[src/rtl/i2cmon_pkg.sv]
package i2cmon_pkg;

   // bus-error control register (select = 1)
   localparam int BC_ERR = 7;
   localparam int BC_IE  = 6;
   localparam int BC_RS  = 5;
   localparam int BC_MST = 4;
   localparam int BC_XF  = 3;

   // control/status register (select = 0)
   localparam int ST_BUSY = 7;
   localparam int ST_TEN  = 6;
   localparam int ST_EN   = 0;

   // minimum register width that holds the fields above
   localparam int MIN_DATA_W = 8;

   // one-cycle bus observations after synchronisation
   typedef struct packed {
      logic start;
      logic stop;
      logic scl_rise;
      logic sda;
   } bus_ev_t;

endpackage

[src/rtl/i2cmon_sync.sv]
module i2cmon_sync #(
   parameter int   STAGES  = 2,
   parameter logic RST_VAL = 1'b1
) (
   input  logic clk,
   input  logic rst_n,
   input  logic din,
   output logic dout
);

   initial assert (STAGES >= 2) else $fatal(1, "i2cmon_sync: STAGES must be at least 2");

   logic [STAGES-1:0] chain;

   always_ff @(posedge clk or negedge rst_n) begin
      if (!rst_n) chain <= {STAGES{RST_VAL}};
      else        chain <= {chain[STAGES-2:0], din};
   end

   assign dout = chain[STAGES-1];

endmodule

[src/rtl/i2cmon_cond.sv]
module i2cmon_cond
   import i2cmon_pkg::*;
#(
   parameter int SYNC_STAGES = 2
) (
   input  logic    clk,
   input  logic    rst_n,
   input  logic    scl_i,
   input  logic    sda_i,
   output bus_ev_t ev
);

   localparam int NLINES = 2;

   logic [NLINES-1:0] raw;
   logic [NLINES-1:0] cur;
   logic [NLINES-1:0] prev;

   assign raw = {scl_i, sda_i};

   for (genvar i = 0; i < NLINES; i++) begin : g_line
      i2cmon_sync #(.STAGES(SYNC_STAGES), .RST_VAL(1'b1)) u_sync (
         .clk  (clk),
         .rst_n(rst_n),
         .din  (raw[i]),
         .dout (cur[i])
      );
   end

   always_ff @(posedge clk or negedge rst_n) begin
      if (!rst_n) prev <= '1;
      else        prev <= cur;
   end

   logic scl_c, sda_c, scl_p, sda_p;
   assign scl_c = cur[1];
   assign sda_c = cur[0];
   assign scl_p = prev[1];
   assign sda_p = prev[0];

   always_comb begin
      ev.start    = scl_c && scl_p && sda_p && !sda_c;
      ev.stop     = scl_c && scl_p && !sda_p && sda_c;
      ev.scl_rise = scl_c && !scl_p;
      ev.sda      = sda_c;
   end

endmodule

[src/rtl/i2cmon_frame.sv]
module i2cmon_frame
   import i2cmon_pkg::*;
#(
   parameter int         FRAME_BITS = 9,
   parameter int         WIN_LO     = 2,
   parameter logic [4:0] TEN_PREFIX = 5'b11110
) (
   input  logic    clk,
   input  logic    rst_n,
   input  logic    run,
   input  bus_ev_t ev,
   output logic    err_det,
   output logic    busy_o,
   output logic    tenw_o
);

   localparam int ADDR_W = FRAME_BITS - 1;
   localparam int PFX_W  = 5;
   localparam int CNT_W  = $clog2(FRAME_BITS + 1);
   localparam logic [CNT_W-1:0] LAST_POS = CNT_W'(FRAME_BITS);
   localparam logic [CNT_W-1:0] ADDR_POS = CNT_W'(ADDR_W);
   localparam logic [CNT_W-1:0] WIN_POS  = CNT_W'(WIN_LO);
   localparam logic [CNT_W-1:0] ONE      = CNT_W'(1);

   initial assert (ADDR_W >= PFX_W + 1) else $fatal(1, "i2cmon_frame: frame too short for a 10-bit header");
   initial assert (WIN_LO >= 1 && WIN_LO <= FRAME_BITS) else $fatal(1, "i2cmon_frame: bad window start");

   logic             busy;
   logic             first;
   logic             tenw;
   logic [CNT_W-1:0] cnt;
   logic [ADDR_W-1:0] shreg;

   logic at_hdr_end;
   logic is_hdr;
   logic misplaced;
   logic bad_read;

   assign at_hdr_end = busy && first && ev.scl_rise && (cnt == ADDR_POS);
   assign is_hdr     = (shreg[ADDR_W-1 -: PFX_W] == TEN_PREFIX);

   always_ff @(posedge clk or negedge rst_n) begin
      if (!rst_n) begin
         busy  <= 1'b0;
         first <= 1'b0;
         tenw  <= 1'b0;
         cnt   <= '0;
         shreg <= '0;
      end else if (!run) begin
         busy  <= 1'b0;
         first <= 1'b0;
         tenw  <= 1'b0;
         cnt   <= '0;
         shreg <= '0;
      end else if (ev.start) begin
         busy  <= 1'b1;
         first <= 1'b1;
         cnt   <= '0;
         shreg <= '0;
      end else if (ev.stop) begin
         busy  <= 1'b0;
         first <= 1'b0;
         tenw  <= 1'b0;
         cnt   <= '0;
      end else if (busy && ev.scl_rise) begin
         if (cnt == LAST_POS) cnt <= ONE;
         else                 cnt <= cnt + ONE;
         if (first && (cnt < ADDR_POS))
            shreg <= {shreg[ADDR_W-2:0], ev.sda};
         if (at_hdr_end) begin
            first <= 1'b0;
            if (is_hdr && !shreg[0]) tenw <= 1'b1;
         end
      end
   end

   assign misplaced = busy && (ev.start || ev.stop) && (cnt >= WIN_POS) && (cnt <= LAST_POS);
   assign bad_read  = at_hdr_end && is_hdr && shreg[0] && !tenw;
   assign err_det   = run && (misplaced || bad_read);
   assign busy_o    = busy;
   assign tenw_o    = tenw;

endmodule

[src/rtl/i2cmon_regs.sv]
module i2cmon_regs
   import i2cmon_pkg::*;
#(
   parameter int DATA_W = 8
) (
   input  logic              clk,
   input  logic              rst_n,
   input  logic              sel,
   input  logic              we,
   input  logic              rmw,
   input  logic [DATA_W-1:0] wdata,
   input  logic              err_det,
   input  logic              xfer_event,
   input  logic              busy,
   input  logic              tenw,
   output logic [DATA_W-1:0] rdata,
   output logic              enable,
   output logic              err_flag,
   output logic              xfer_flag,
   output logic              rstart,
   output logic              irq
);

   initial assert (DATA_W >= MIN_DATA_W) else $fatal(1, "i2cmon_regs: DATA_W too small");

   logic err_ie;
   logic master;
   logic wr_bc;
   logic wr_st;
   logic rs_ok;

   assign wr_bc = we && sel;
   assign wr_st = we && !sel;
   assign rs_ok = wr_bc && wdata[BC_RS] && master && xfer_flag && !err_det;

   always_ff @(posedge clk or negedge rst_n) begin
      if (!rst_n) begin
         enable    <= 1'b0;
         err_flag  <= 1'b0;
         err_ie    <= 1'b0;
         master    <= 1'b0;
         xfer_flag <= 1'b0;
         rstart    <= 1'b0;
      end else begin
         rstart <= rs_ok;
         if (wr_bc) err_ie <= wdata[BC_IE];
         if (err_det) begin
            err_flag  <= 1'b1;
            enable    <= 1'b0;
            master    <= 1'b0;
            xfer_flag <= 1'b0;
         end else begin
            if (wr_st) enable <= wdata[ST_EN] && !err_flag;
            if (wr_bc) begin
               master <= wdata[BC_MST];
               if (!wdata[BC_ERR]) err_flag <= 1'b0;
            end
            if (rs_ok)                        xfer_flag <= 1'b0;
            else if (xfer_event && enable)    xfer_flag <= 1'b1;
            else if (wr_bc && !wdata[BC_XF])  xfer_flag <= 1'b0;
         end
      end
   end

   always_comb begin
      rdata = '0;
      if (sel) begin
         rdata[BC_ERR] = err_flag || rmw;
         rdata[BC_IE]  = err_ie;
         rdata[BC_MST] = master;
         rdata[BC_XF]  = xfer_flag;
      end else begin
         rdata[ST_BUSY] = busy;
         rdata[ST_TEN]  = tenw;
         rdata[ST_EN]   = enable;
      end
   end

   assign irq = err_flag && err_ie;

endmodule

[src/rtl/i2c_buserr_monitor.sv]
module i2c_buserr_monitor
   import i2cmon_pkg::*;
#(
   parameter int DATA_W      = 8,
   parameter int SYNC_STAGES = 2,
   parameter int FRAME_BITS  = 9,
   parameter int WIN_LO      = 2
) (
   input  logic              clk,
   input  logic              rst_n,
   input  logic              scl_i,
   input  logic              sda_i,
   input  logic              xfer_event_i,
   input  logic              reg_sel_i,
   input  logic              reg_we_i,
   input  logic              reg_rmw_i,
   input  logic [DATA_W-1:0] reg_wdata_i,
   output logic [DATA_W-1:0] reg_rdata_o,
   output logic              irq_o,
   output logic              enable_o,
   output logic              rstart_o
);

   bus_ev_t ev;
   logic    err_det;
   logic    err_flag;
   logic    xfer_flag;
   logic    busy;
   logic    tenw;

   i2cmon_cond #(.SYNC_STAGES(SYNC_STAGES)) u_cond (
      .clk  (clk),
      .rst_n(rst_n),
      .scl_i(scl_i),
      .sda_i(sda_i),
      .ev   (ev)
   );

   i2cmon_frame #(.FRAME_BITS(FRAME_BITS), .WIN_LO(WIN_LO)) u_frame (
      .clk    (clk),
      .rst_n  (rst_n),
      .run    (enable_o),
      .ev     (ev),
      .err_det(err_det),
      .busy_o (busy),
      .tenw_o (tenw)
   );

   i2cmon_regs #(.DATA_W(DATA_W)) u_regs (
      .clk       (clk),
      .rst_n     (rst_n),
      .sel       (reg_sel_i),
      .we        (reg_we_i),
      .rmw       (reg_rmw_i),
      .wdata     (reg_wdata_i),
      .err_det   (err_det),
      .xfer_event(xfer_event_i),
      .busy      (busy),
      .tenw      (tenw),
      .rdata     (reg_rdata_o),
      .enable    (enable_o),
      .err_flag  (err_flag),
      .xfer_flag (xfer_flag),
      .rstart    (rstart_o),
      .irq       (irq_o)
   );

endmodule

[config.mk]
export PLATFORM = sky130hd
export DESIGN_NAME = i2c_buserr_monitor
export DESIGN_NICKNAME = d
export VERILOG_FILES = /design/src/rtl/i2cmon_pkg.sv /design/src/rtl/i2cmon_sync.sv /design/src/rtl/i2cmon_cond.sv /design/src/rtl/i2cmon_frame.sv /design/src/rtl/i2cmon_regs.sv /design/src/rtl/i2c_buserr_monitor.sv
export SDC_FILE = /design/constraint.sdc
export NUM_CORES = 1
export LEC_CHECK = 0
export BUFFER_PORTS_ARGS = -buffer_cell sky130_fd_sc_hd__buf_2
export CORE_ASPECT_RATIO = 0.8
export CORE_UTILIZATION = 30
export DETAILED_ROUTE_END_ITERATION = 6
export GPL_ROUTABILITY_DRIVEN = 0
export PLACE_DENSITY = 0.5
export SLEW_MARGIN = 40
export SYNTH_ARGS = -nofsm -noshare
export SYNTH_HDL_FRONTEND = slang
export SYNTH_HIERARCHICAL = 1
export SYNTH_SLANG_ARGS = --single-unit
export TNS_END_PERCENT = 100
[constraint.sdc]
create_clock -name clk -period 2.1 [get_ports clk]
set_input_delay 0.315 -clock clk [delete_from_list [all_inputs] [get_ports clk]]
set_output_delay 0.315 -clock clk [all_outputs]
set_load 0.02 [all_outputs]
==> Word level (Yosys, flattened, before mapping) <==
Cells that the tools add are included.
{ "word_totals": {"input_bits": 16, "elab_cells": 118, "register_bits": 27, "out_inout_bits": 11} }
{ "op_classes": {"n_reduce_logical": 48, "n_lt_le_gt_ge": 3, "n_addsub": 1, "muxes": 38, "eq_ne": 14} }
{ "op_table": {"columns": ["cell", "count"], "rows": [
  ["$mux W8", 5],
  ["$logic_and A1 B1 Y1", 29],
  ["$mux W1", 26],
  ["$ne A3 B3 Y1 const B", 7],
  ["$mux W4", 5],
  ["$logic_not A1 Y1", 9],
  ["$eq A4 B4 Y1 const B", 2],
  ["$ne A4 B4 Y1 const B", 2],
  ["$eq A5 B5 Y1 const B", 1],
  ["$add A4 B1 Y4 const B", 1],
  ["$ge A4 B2 Y1 const B", 1],
  ["$le A4 B4 Y1 const B", 1],
  ["$lt A4 B4 Y1 const B", 1],
  ["$mux W2", 2],
  ["$reduce_and A2 Y1", 2],
  ["$reduce_and A4 Y1", 1],
  ["$reduce_bool A2 Y1", 2],
  ["$reduce_bool A4 Y1", 1],
  ["$logic_or A1 B1 Y1", 3],
  ["$reduce_and A3 Y1", 1],
  ["$ne A2 B1 Y1 const B", 1],
  ["$ne A2 B2 Y1 const B", 1]
]} }

==> Logic depth before layout (Yosys ltp) <==
Gate-level depths: netlist of the first run.
{ "depth": {"word_depth": 13, "mapped_depth": 6, "depth_no_buf": 6} }

==> Modules after synthesis <==
Netlist of the first run, hierarchy kept.
{ "by_module_without_submodules": {"columns": ["module", "area_each_um2", "cells_per_inst", "n_inst", "seq_area_each_um2"], "rows": [
  ["i2cmon_frame", 822.0, 85, 1, 375.4],
  ["i2cmon_regs", 335.3, 36, 1, 150.1],
  ["i2cmon_sync", 52.6, 2, 2, 52.6],
  ["i2cmon_cond", 86.3, 6, 1, 52.6]
]} }

==> Worst setup path before layout of the first run <==
No wires, ideal clock.
{ "synth_timing": {"path_kind": "register to register", "startpoint": "register u_cond.g_line[1].u_sync.chain[1]", "endpoint": "register u_regs.xfer_flag", "path_buffers": 0, "setup_time_ns": 0.124, "synth_period_minus_slack_ns": 1.625, "t_required_ns": 1.976, "slack_ns": 0.475, "path_stages_with_launch": 7, "arrival_time_ns": 1.501, "cell_sequence": "dfstp_2 > nor2b_1 > nand2_1 > and4b_1 > a41o_1 > a41o_2 > a21oi_1"} }
{ "synth_rtl": {"columns": ["element", "line_no", "rtl"], "rows": [
  ["start: declaration", "i2cmon_sync.sv:13", "logic [STAGES-1:0] chain;"],
  ["start signal: assignment", "i2cmon_sync.sv:16", "if (!rst_n) chain <= {STAGES{RST_VAL}};"],
  ["start signal: assignment", "i2cmon_sync.sv:17", "else chain <= {chain[STAGES-2:0], din};"],
  ["end signal: assignment", "i2cmon_regs.sv:42", "xfer_flag <= 1'b0;"],
  ["end signal: assignment", "i2cmon_regs.sv:51", "xfer_flag <= 1'b0;"],
  ["end signal: assignment", "i2cmon_regs.sv:58", "if (rs_ok) xfer_flag <= 1'b0;"],
  ["end: declaration", "i2cmon_regs.sv:19", "output logic xfer_flag,"]
]} }

==> key figures, run 1 <==
Place
  • DP HPWL: 1.90 mm
  • Port Buffer Count: 21

Clock network
  • Clk_lat worst skew: roughly 0.27 ns
  • TritonCTS Buffers: 3
  • Post-CTS setup repair buffer count: 0
  • Max Buffers Root-to-Sink: 2
  • Number of hold buffers added after CTS: 0
  • CTS resizes: 0
  • Clock Tree Root: clkbuf_8
  • CTS tree: built
  • H-tree level count: 1
  • Clk pin slew, worst setup/hold paths: 0.09 ns
  • # clock sinks: 27

Layout
  • Nets: roughly 170
  • Fillers: ~460
  • Area delta synth->final: 11.8%
  • Proportion of layout cells with a drive suffix above 1: 0.264
  • ANT cells: 0

Routing
  • Initial DRT Pass Iterations: 4
  • DRT iter0 DRCs: 34
  • Post-DR wirelength/cell: 12.7 µm
  • ANT nets after route: 0
  • Post-DR vias/cell: roughly 5.0
  • Via count: 1016
  • Routed wire length: between 2 and 3 mm
  • DRC: 0

Synthesis
  • Post-synth EDFFs: 0
  • Post-synth top flop: dfrtp_1
  • Share of Yosys cell area claimed by the top area cell type: 0.390
  • Flops & latches, synth: 27
  • Top-count cell post-synth: dfrtp_1
  • Synth area leaders: dfrtp_1, dfstp_2, a21oi_1, o21ai_0, nand3_1
  • Count of cell types in the netlist: 38
  • Post-synth top cells: dfrtp_1, a21oi_1, o21ai_0
  • Post-synthesis sequential area ratio: 0.506
  • Post-synth top area cell: dfrtp_1
  • Async S/R FF share, synth: 1.00
  • Mapped Cells: ~130
  • Yosys warnings: 6
  • Mapped Area: ~1300 µm²
  • Syn_area_per_cell: ~10 µm²

Global route
  • Initial antenna violation count: 0
  • First-pass GRT wire length: about 4.8 mm
  • Vias in the first global route: approximately 1000
  • Grt ovf: 0
  • Total GRT Usage: 0.129
  • Largest net degree at the start of global routing: 28

Timing
  • Final Skew: roughly 0.0075 ns
  • RSZ-0062 raised after global routing: no
  • Slew margin rel.: 0.603
  • Fin. max-slew vios: 0
  • Worst-Margin Slew: 0.595 ns
  • Crit path time final: 1.78 ns
  • Max Fclk: approximately 0.56 GHz
  • Setup violations, final: 0
  • Setup TNS: 0 ns
  • Final Hold Viols: 0
  • Fin crit share: 0.846

Worst setup path
  • Cell family with most CP delay: simple AND/OR/NAND/NOR gates
  • CP peak stage delay: 0.56 ns
  • Cell Chain, Critical Path: and4b_1, o211ai_1, nor3_1, a41o_1, a41o_2, a21oi_1
  • Worst setup path class: reg2reg
  • CP startpoint kind: flip-flop
  • Critical Path RT: 2.25 ns
  • WP data arrival: 1.93 ns
  • CP Capture Type: flip-flop
  • Crit-path max FO: 8
  • CP max stage cell: dfstp_2
  • Crit path buffers/inverters: 0

Floorplanning
  • Starting Density: 0.317
  • Die area: 4770 µm²
  • # rows: 21
  • Horiz. Die Dim: 77.0 µm
  • Core ar.: 4260 µm²
  • Die Height: slightly above 60 µm
  • # IOs: 27

Flow run
  • Max-cap violations: 0

Power and ir drop
  • Leak pwr: approximately 0.66 nW
  • Power density cells: ~640 nW/µm²
  • Peak VDD IR: approximately 0.25 mV
  • Pwr Total: between 0.9 and 1 mW

Min path
  • HP Class: in2async

Run status
  • Status: finished, final reports clean
-- path summary, 6_finish.rpt --
path | startpoint | end | slack (ns) | cells after the start
worst max register to register | u_cond/g_line[0].u_sync/chain[1] | u_regs/xfer_flag | 0.32 | 6
worst min register to register | u_cond/g_line[0].u_sync/chain[0] | u_cond/g_line[0].u_sync/chain[1] | 0.36 | 0
min in group clk | scl_i | u_cond/g_line[1].u_sync/chain[0] | 0.14 | 1
worst max-delay path | u_cond/g_line[0].u_sync/chain[1] | u_regs/xfer_flag | 0.32 | 6
worst min-delay path | rst_n | u_frame/cnt[1] | 0.04 | 1
max in group asynchronous | rst_n | u_frame/tenw_o | 1.67 | 1
-- per-stage QoR --
| stage | instances | hold slack, ns | util | instance area, µm² | setup WS [ns] |
|---|---|---|---|---|---|
| after floorplan | 133 | 0.0194 | - | 1360 | 0.475 |
| after global placement | 201 | 0.346 | 0.344 | 1460 | 0.349 |
| after detailed placement | 201 | 0.349 | 0.344 | 1460 | 0.344 |
| after CTS | 205 | 0.0596 | 0.354 | 1510 | 0.325 |
| after global routing | 205 | 0.0731 | 0.354 | 1510 | 0.190 |
| final | 205 | 0.0379 | 0.354 | 1510 | 0.324 |
-- state kept, by name (all words and copies together) (netlist names), 2 cells and up --
register / count
u_cond/g_line.u_sync/chain: 4
u_cond/prev: 2
u_frame/cnt: 4
u_frame/shreg: 8
-- cell type report --
type	count	area [µm²]	area share
tap	57	71.3	0.0473
multi-input combinational	92	584	0.388
timing repair buffer	22	113	0.0747
clock buffer	4	45.0	0.0299
sequential	27	683	0.453
inverter	3	11.3	0.00747
-- cell usage in the layout, fill, tap and decap left out, drive strengths merged, types with 5 or more instances in the layout --
master,instances
buf,22
nand3,10
dfrtp,21
dfstp,6
nand2,6
a21oi,15
o21ai,12
nor2,5
-- worst reg2reg max path, delay by kind of cell, from the launching register on --
| family | cells | cell delay, ns |
|---|---|---|
| AND/OR/NAND/NOR | 2 | 0.61 |
| AO/OA/AOI/OAI | 4 | 0.51 |
| flip-flops | 1 | 0.56 |
-- power by group --
group / internal (mW) / total, mW / switching (mW) / leakage [nW]
combinational: 0.0416 / 0.113 / 0.0710 / 0.287
sequential: 0.544 / 0.563 / 0.0193 / 0.348
clock: 0.136 / 0.288 / 0.153 / 0.0228
-- cell families (layout without fill, tap and decap cells) --
group                  count (synthesis)  in the layout  share of synthesized area
multiplexers                           2              2                     0.0167
AO/OA/AOI/OAI                         36             36                      0.157
other                                  1              3                    0.00278
flip-flops                            27             27                      0.506
buffers and inverters                 14             29                     0.0659
AND/OR/NAND/NOR                       50             50                      0.245
XOR/XNOR                               1              1                    0.00649
-- routing by layer --
layer,global-route usage,share of wire,up-vias
li1,-,-,501
met1,0.170,0.51,498
met2,0.214,0.45,15
met3,0.0350,0.033,2
met4,0.0330,0.0073,0
met5,0,0,-
Note: power is estimated with default switching activity, not from simulation.
==> run 2, diff against run 1 <==
==> constraint.sdc (replaced) <==
create_clock -name clk -period 1.7 [get_ports clk]
set_input_delay 0.255 -clock clk [delete_from_list [all_inputs] [get_ports clk]]
set_output_delay 0.255 -clock clk [all_outputs]
set_load 0.02 [all_outputs]
==> key figures, run 2 (synthesis results as in run 1) <==
Run status
  • Status: finished, violations left (was finished, final reports clean)
  • Failing checks: hold timing

Floorplanning
  • Die area: 4770 µm² (unchanged)
  • Die Height: 62.0 µm (unchanged)
  • # rows: 21 (unchanged)
  • Core ar.: 4260 µm² (unchanged)
  • Starting Density: 0.317 (unchanged)
  • # IOs: 27 (unchanged)
  • Horiz. Die Dim: 77.0 µm (unchanged)

Worst setup path
  • Worst path depth: 6 (unchanged)
  • Worst reg2reg path startpoint: u_cond/g_line[0].u_sync/chain[1] (unchanged)
  • CP max stage cell: dfstp_2 (unchanged)
  • Crit-path max FO: 3 (was 8)
  • Crit path buffers/inverters: 0 (unchanged)
  • Cell family with most CP delay: compound AO/OA/AOI/OAI gates (was simple AND/OR/NAND/NOR gates)
  • Cell Chain, Critical Path: and4b_1, o211ai_1, nor3_2, a41o_1, a41o_2, a21oi_2 (was and4b_1, o211ai_1, nor3_1, a41o_1, a41o_2, a21oi_1)
  • CP Capture Type: flip-flop (unchanged)
  • WP data arrival: 1.90 ns (was 1.93 ns)
  • Worst Setup SP: u_cond/g_line[0].u_sync/chain[1] (unchanged)
  • Critical Path RT: 1.90 ns (was 2.25 ns)
  • CP peak stage delay: 0.55 ns (was 0.56 ns)
  • FF-to-FF path depth: 6 (unchanged)
  • CP startpoint kind: flip-flop (unchanged)
  • Worst setup path class: reg2reg (unchanged)

Clock network
  • H-tree level count: 1 (unchanged)
  • CTS tree: built (unchanged)
  • Clk pin slew, worst setup/hold paths: 0.09 ns (about the same)
  • Clk_lat worst skew: 0.27 ns (about the same)
  • Clock Tree Root: clkbuf_8 (unchanged)
  • TritonCTS Buffers: 3 (unchanged)
  • Max Buffers Root-to-Sink: 2 (unchanged)
  • # clock sinks: 27 (unchanged)

Timing
  • Final Hold Viols: 21 (was 0)
  • WHS: -0.0159 ns (was 0.0379 ns)
  • Setup ws final: 0.00440 ns (was 0.324 ns)
  • Fin. max-slew vios: 0 (unchanged)
  • Max Fclk: 0.590 GHz (was 0.563 GHz)
  • RSZ-0062 raised after global routing: yes (was no)
  • Setup violations, final: 0 (unchanged)
  • Worst-Margin Slew: 0.614 ns (was 0.595 ns)
  • Crit path time final: 1.70 ns (was 1.78 ns)
  • Fin crit share: 0.997 (was 0.846)
  • Slew margin rel.: 0.591 (was 0.603)
  • Final Skew: 0.00378 ns (was 0.00746 ns)

Layout
  • Max reg flops: 8 (unchanged)
  • ANT cells: 0 (unchanged)
  • Largest registers: u_frame/shreg x8, u_cond/g_line.u_sync/chain x4, u_frame/cnt x4 (unchanged)
  • Proportion of layout cells with a drive suffix above 1: 0.361 (was 0.264)
  • Final core utilization: 0.382 (was 0.354)
  • Commonest non-fill, non-tap cells in the layout: buf_2, dfrtp_1, a21oi_1 (unchanged)
  • Largest Register: u_frame/shreg (unchanged)
  • Nets: 175 (was 165)
  • Area delta synth->final: 20.6% (was 11.8%)

Flow run
  • Max-cap violations: 0 (unchanged)

Routing
  • Post-DR wirelength/cell: 12.5 µm (was 12.7 µm)
  • DRC: 0 (unchanged)
  • Post-DR vias/cell: 4.87 (was 4.96)
  • Routed wire length: 2.69 mm (was 2.60 mm)
  • DRT iter0 DRCs: 41 (was 34)
  • ANT nets after route: 0 (unchanged)
  • Via count: 1047 (was 1016)
  • Initial DRT Pass Iterations: 4 (unchanged)

Global route
  • Grt ovf: 0 (unchanged)
  • First-pass GRT wire length: 4.73 mm (was 4.80 mm)
  • Total GRT Usage: 0.130 (was 0.129)
  • Largest net degree at the start of global routing: 28 (unchanged)
  • Initial antenna violation count: 0 (unchanged)
  • Vias in the first global route: 1024 (was 1040)

Place
  • Port Buffer Count: 21 (unchanged)
  • DP HPWL: 2.00 mm (was 1.90 mm)
  • Worst slack at placement: -0.00504 ns (was 0.344 ns)

Power and ir drop
  • Peak VDD IR: 0.516 mV (was 0.249 mV)
  • Leak pwr: 0.713 nW (was 0.657 nW)
  • Power density cells: 749 nW/µm² (was 640 nW/µm²)

Min path
  • HP Class: in2async (unchanged)
-- run 2: cell types whose count changed in the layout (fill, tap and decap cells not counted), moves of 2 or more --
cell and delta:
o21ai_0 -6, o21ai_1 +6, a21oi_1 -2, buf_4 +10
a21oi_2 +2
-- run 2: layout make-up --
class,count,area [µm²]
Inverter,3,11.3
Multi-Input combinational cell,92,627
Fill cell,431,2630
Timing Repair Buffer,32,188
Sequential cell,27,683
Tap cell,57,71.3
Clock buffer,3,41.3
Clock inverter,1,5.00
-- run 2: what timing repair did --
item / CTS / global route
setup buffers: 0 / 0
pin swaps: 2 / 1
endpoints found under the setup margin: 1 / 13
resized for setup: 2 / 13
hold buffers: 0 / 0
-- run 2: worst reg2reg max path: stages (launching register included) --
cell	delay, ns
dfstp_2	0.55
and4b_1	0.20
o211ai_1	0.25
nor3_2	0.07
a41o_1	0.23
a41o_2	0.24
a21oi_2	0.10
-- run 2: per-stage QoR --
step           std cells  TNS [ns]  area [µm²]  power [mW]  hold slack [ns]
3_3_place_gp         211         0        1540       0.859            0.295
2_1_floorplan        133         0        1360       0.797          -0.0406
4_1_cts              215         0        1590        1.24        0.0000477
3_5_place_dp         211  -0.00504        1540       0.863            0.307
6_report             215         0        1630        1.22          -0.0159
5_1_grt              215    -0.129        1630        1.29           0.0213
-- run 2: final timing paths --
path,to,slack (ns)
worst min-delay path,u_frame/cnt[3],-0.02
worst max register to register,u_regs/xfer_flag,0.004
worst max-delay path,u_regs/xfer_flag,0.004
max in group asynchronous,u_frame/shreg[0],1.31
worst min register to register,u_cond/g_line[1].u_sync/chain[1],0.36
min in group clk,u_cond/g_line[0].u_sync/chain[0],0.07
-- run 2: per-layer routing --
metal	global-route usage	part of all wire	wire [µm]
met5	0	0	0
met4	0.0330	0.0071	19
met3	0.0365	0.041	111
met2	0.224	0.44	1190
met1	0.166	0.51	1370
-- run 2: power by group --
part | switching (mW) | internal [mW] | total [mW]
Sequential | 0.0146 | 0.672 | 0.687
Combinational | 0.104 | 0.0676 | 0.172
Clock | 0.197 | 0.164 | 0.361
Total | 0.315 | 0.904 | 1.22
==> run 3, diff against run 2 <==
--- a/config.mk
+++ b/config.mk
@@ -11,6 +11,7 @@
 export DETAILED_ROUTE_END_ITERATION = 6
 export GPL_ROUTABILITY_DRIVEN = 0
 export PLACE_DENSITY = 0.5
+export RECOVER_POWER = 25
 export SLEW_MARGIN = 40
 export SYNTH_ARGS = -nofsm -noshare
 export SYNTH_HDL_FRONTEND = slang
==> key figures, run 3 (synthesis results as in run 1) <==
Worst setup path
  • CP peak stage delay: 0.55 ns (about the same)
  • Crit-path max FO: 3 (unchanged)
  • Critical Path RT: 1.90 ns (about the same)
  • Worst setup path class: reg2reg (unchanged)
  • CP Capture Type: flip-flop (unchanged)
  • R2R setup slack: 0.004 ns (about the same)
  • FF-to-FF path depth: 6 (unchanged)
  • R2r endpoint: u_regs/xfer_flag (unchanged)
  • Cell Chain, Critical Path: and4b_1, o211ai_1, nor3_2, a41o_1, a41o_2, a21oi_2 (unchanged)
  • CP max stage cell: dfstp_2 (unchanged)
  • WP data arrival: 1.90 ns (about the same)
  • Worst reg2reg path startpoint: u_cond/g_line[0].u_sync/chain[1] (unchanged)
  • CP startpoint kind: flip-flop (unchanged)

Flow run
  • Max-cap violations: 0 (unchanged)

Place
  • DP HPWL: 2.00 mm (unchanged)
  • Dpl cell area: 1540 µm² (unchanged)
  • Port Buffer Count: 21 (unchanged)

Floorplanning
  • Core ar.: 4260 µm² (unchanged)
  • Die Height: 62.0 µm (unchanged)
  • # IOs: 27 (unchanged)
  • # rows: 21 (unchanged)
  • Die area: 4770 µm² (unchanged)
  • Starting Density: 0.317 (unchanged)
  • Horiz. Die Dim: 77.0 µm (unchanged)

Min path
  • Hold Path Stages: 1
  • HP Class: in2reg (was in2async)
  • Hold Path End: u_cond/g_line[0].u_sync/chain[0]
  • Hold Path Origin: sda_i

Routing
  • Post-DR vias/cell: 4.87 (unchanged)
  • DRT iter0 DRCs: 41 (unchanged)
  • ANT nets after route: 0 (unchanged)
  • DRC: 0 (unchanged)
  • Post-DR wirelength/cell: 12.5 µm (about the same)
  • Routed wire length: 2.69 mm (about the same)
  • Initial DRT Pass Iterations: 4 (unchanged)
  • Via count: 1047 (unchanged)

Timing
  • Crit path time final: 1.70 ns (unchanged)
  • Worst-Margin Slew: 1.47 ns (was 0.614 ns)
  • Setup TNS: 0 ns (unchanged)
  • Slew margin rel.: 0.0188 (was 0.591)
  • Final Hold Viols: 0 (was 21)
  • Fin. max-slew vios: 0 (unchanged)
  • Setup violations, final: 0 (unchanged)
  • Final Skew: 0.00378 ns (unchanged)
  • Fin crit share: 0.997 (unchanged)
  • Max Fclk: 0.590 GHz (unchanged)
  • RSZ-0062 raised after global routing: yes (unchanged)

Clock network
  • Clk_lat worst skew: 0.27 ns (about the same)
  • Max Buffers Root-to-Sink: 2 (unchanged)
  • # clock sinks: 27 (unchanged)
  • Clock Tree Root: clkbuf_8 (unchanged)
  • Post-CTS setup repair buffer count: 0 (unchanged)
  • H-tree level count: 1 (unchanged)
  • TritonCTS Buffers: 3 (unchanged)
  • Clk pin slew, worst setup/hold paths: 0.09 ns (about the same)
  • Number of hold buffers added after CTS: 0 (unchanged)
  • CTS tree: built (unchanged)

Layout
  • Largest registers: u_frame/shreg x8, u_cond/g_line.u_sync/chain x4, u_frame/cnt x4 (unchanged)
  • Largest Register: u_frame/shreg (unchanged)
  • Area delta synth->final: 20.5% (was 20.6%)
  • Commonest non-fill, non-tap cell in the layout: dfrtp_1
  • Max reg flops: 8 (unchanged)
  • Final core utilization: 0.382 (about the same)
  • ANT cells: 0 (unchanged)
  • Proportion of layout cells with a drive suffix above 1: 0.354 (was 0.361)
  • Nets: 175 (unchanged)
  • Commonest non-fill, non-tap cells in the layout: dfrtp_1, buf_2, a21oi_1 (was buf_2, dfrtp_1, a21oi_1)
  • Fillers: 432 (was 431)
  • Final instance area: 1630 µm² (about the same)

Power and ir drop
  • Peak VDD IR: 0.516 mV (about the same)
  • Leak pwr: 0.711 nW (was 0.713 nW)
  • Power density cells: 750 nW/µm² (was 749 nW/µm²)

Global route
  • Initial antenna violation count: 0 (unchanged)
  • Grt ovf: 0 (unchanged)
  • Total GRT Usage: 0.130 (unchanged)
  • First-pass GRT wire length: 4.73 mm (unchanged)
  • Vias in the first global route: 1024 (unchanged)
  • Largest net degree at the start of global routing: 28 (unchanged)

Run status
  • Status: finished, final reports clean (was finished, violations left)
==> run 3: worst max-delay path: cells and delay by family (launching register included) <==
| kind | cells | cell delay (ns) |
|---|---|---|
| flip-flops | 1 | 0.55 |
| AND/OR/NAND/NOR | 2 | 0.27 |
| AO/OA/AOI/OAI | 4 | 0.82 |
==> run 3: metal layers <==
| layer | vias up | global-route usage | wire length, µm |
|---|---|---|---|
| met5 | - | 0 | 0 |
| met4 | 0 | 0.0330 | 19 |
| met3 | 2 | 0.0365 | 110 |
| met2 | 20 | 0.224 | 1190 |
| met1 | 504 | 0.166 | 1370 |
| li1 | 521 | - | - |
==> run 3: timing repair <==
| item | CTS | global route |
|---|---|---|
| resized for setup | 2 | 13 |
| setup endpoints to repair | 1 | 13 |
| pin swaps | 2 | 1 |
==> run 3: power breakdown <==
part	total (mW)	internal [mW]	leakage (nW)	switching [mW]
sequential	0.687	0.672	0.348	0.0146
clock	0.361	0.164	0.0255	0.197
combinational	0.171	0.0672	0.337	0.104
total	1.22	0.903	0.711	0.315
==> run 3: worst max-delay path by stage <==
stage	from	end	slack, ns	depth (start not counted)
after global placement	u_cond/prev[0]	u_frame/shreg[0]	0.04	5
after global routing	u_cond/g_line[0].u_sync/chain[1]	u_regs/xfer_flag	-0.08	6
after detailed placement	u_cond/g_line[0].u_sync/chain[1]	u_regs/xfer_flag	-0.005	6
after floorplan	u_cond/g_line[1].u_sync/chain[1]	u_regs/xfer_flag	0.08	6
final	u_cond/g_line[0].u_sync/chain[1]	u_regs/xfer_flag	0.004	6
after CTS	u_cond/prev[0]	u_regs/xfer_flag	0.002	6
==> run 3: final cells by class <==
cell class	instances	area, µm²	share of cell area
clock buffers	3	41.3	0.0254
clock inverters	1	5.00	0.00308
inverters	3	11.3	0.00693
multi-input cells	92	627	0.386
flip-flops and latches	27	683	0.420
well taps	57	71.3	0.0439
repair buffers	32	186	0.115
==> run 3: metrics by stage <==
stage	power [mW]	instances	setup WS, ns	hold WS (ns)
2_1_floorplan	0.797	133	0.0750	-0.0406
5_1_grt	1.29	215	-0.0752	0.0494
3_5_place_dp	0.863	211	-0.00504	0.307
6_report	1.22	215	0.00440	0.0740
3_3_place_gp	0.859	211	0.0438	0.295
4_1_cts	1.24	215	0.00241	0.0000477
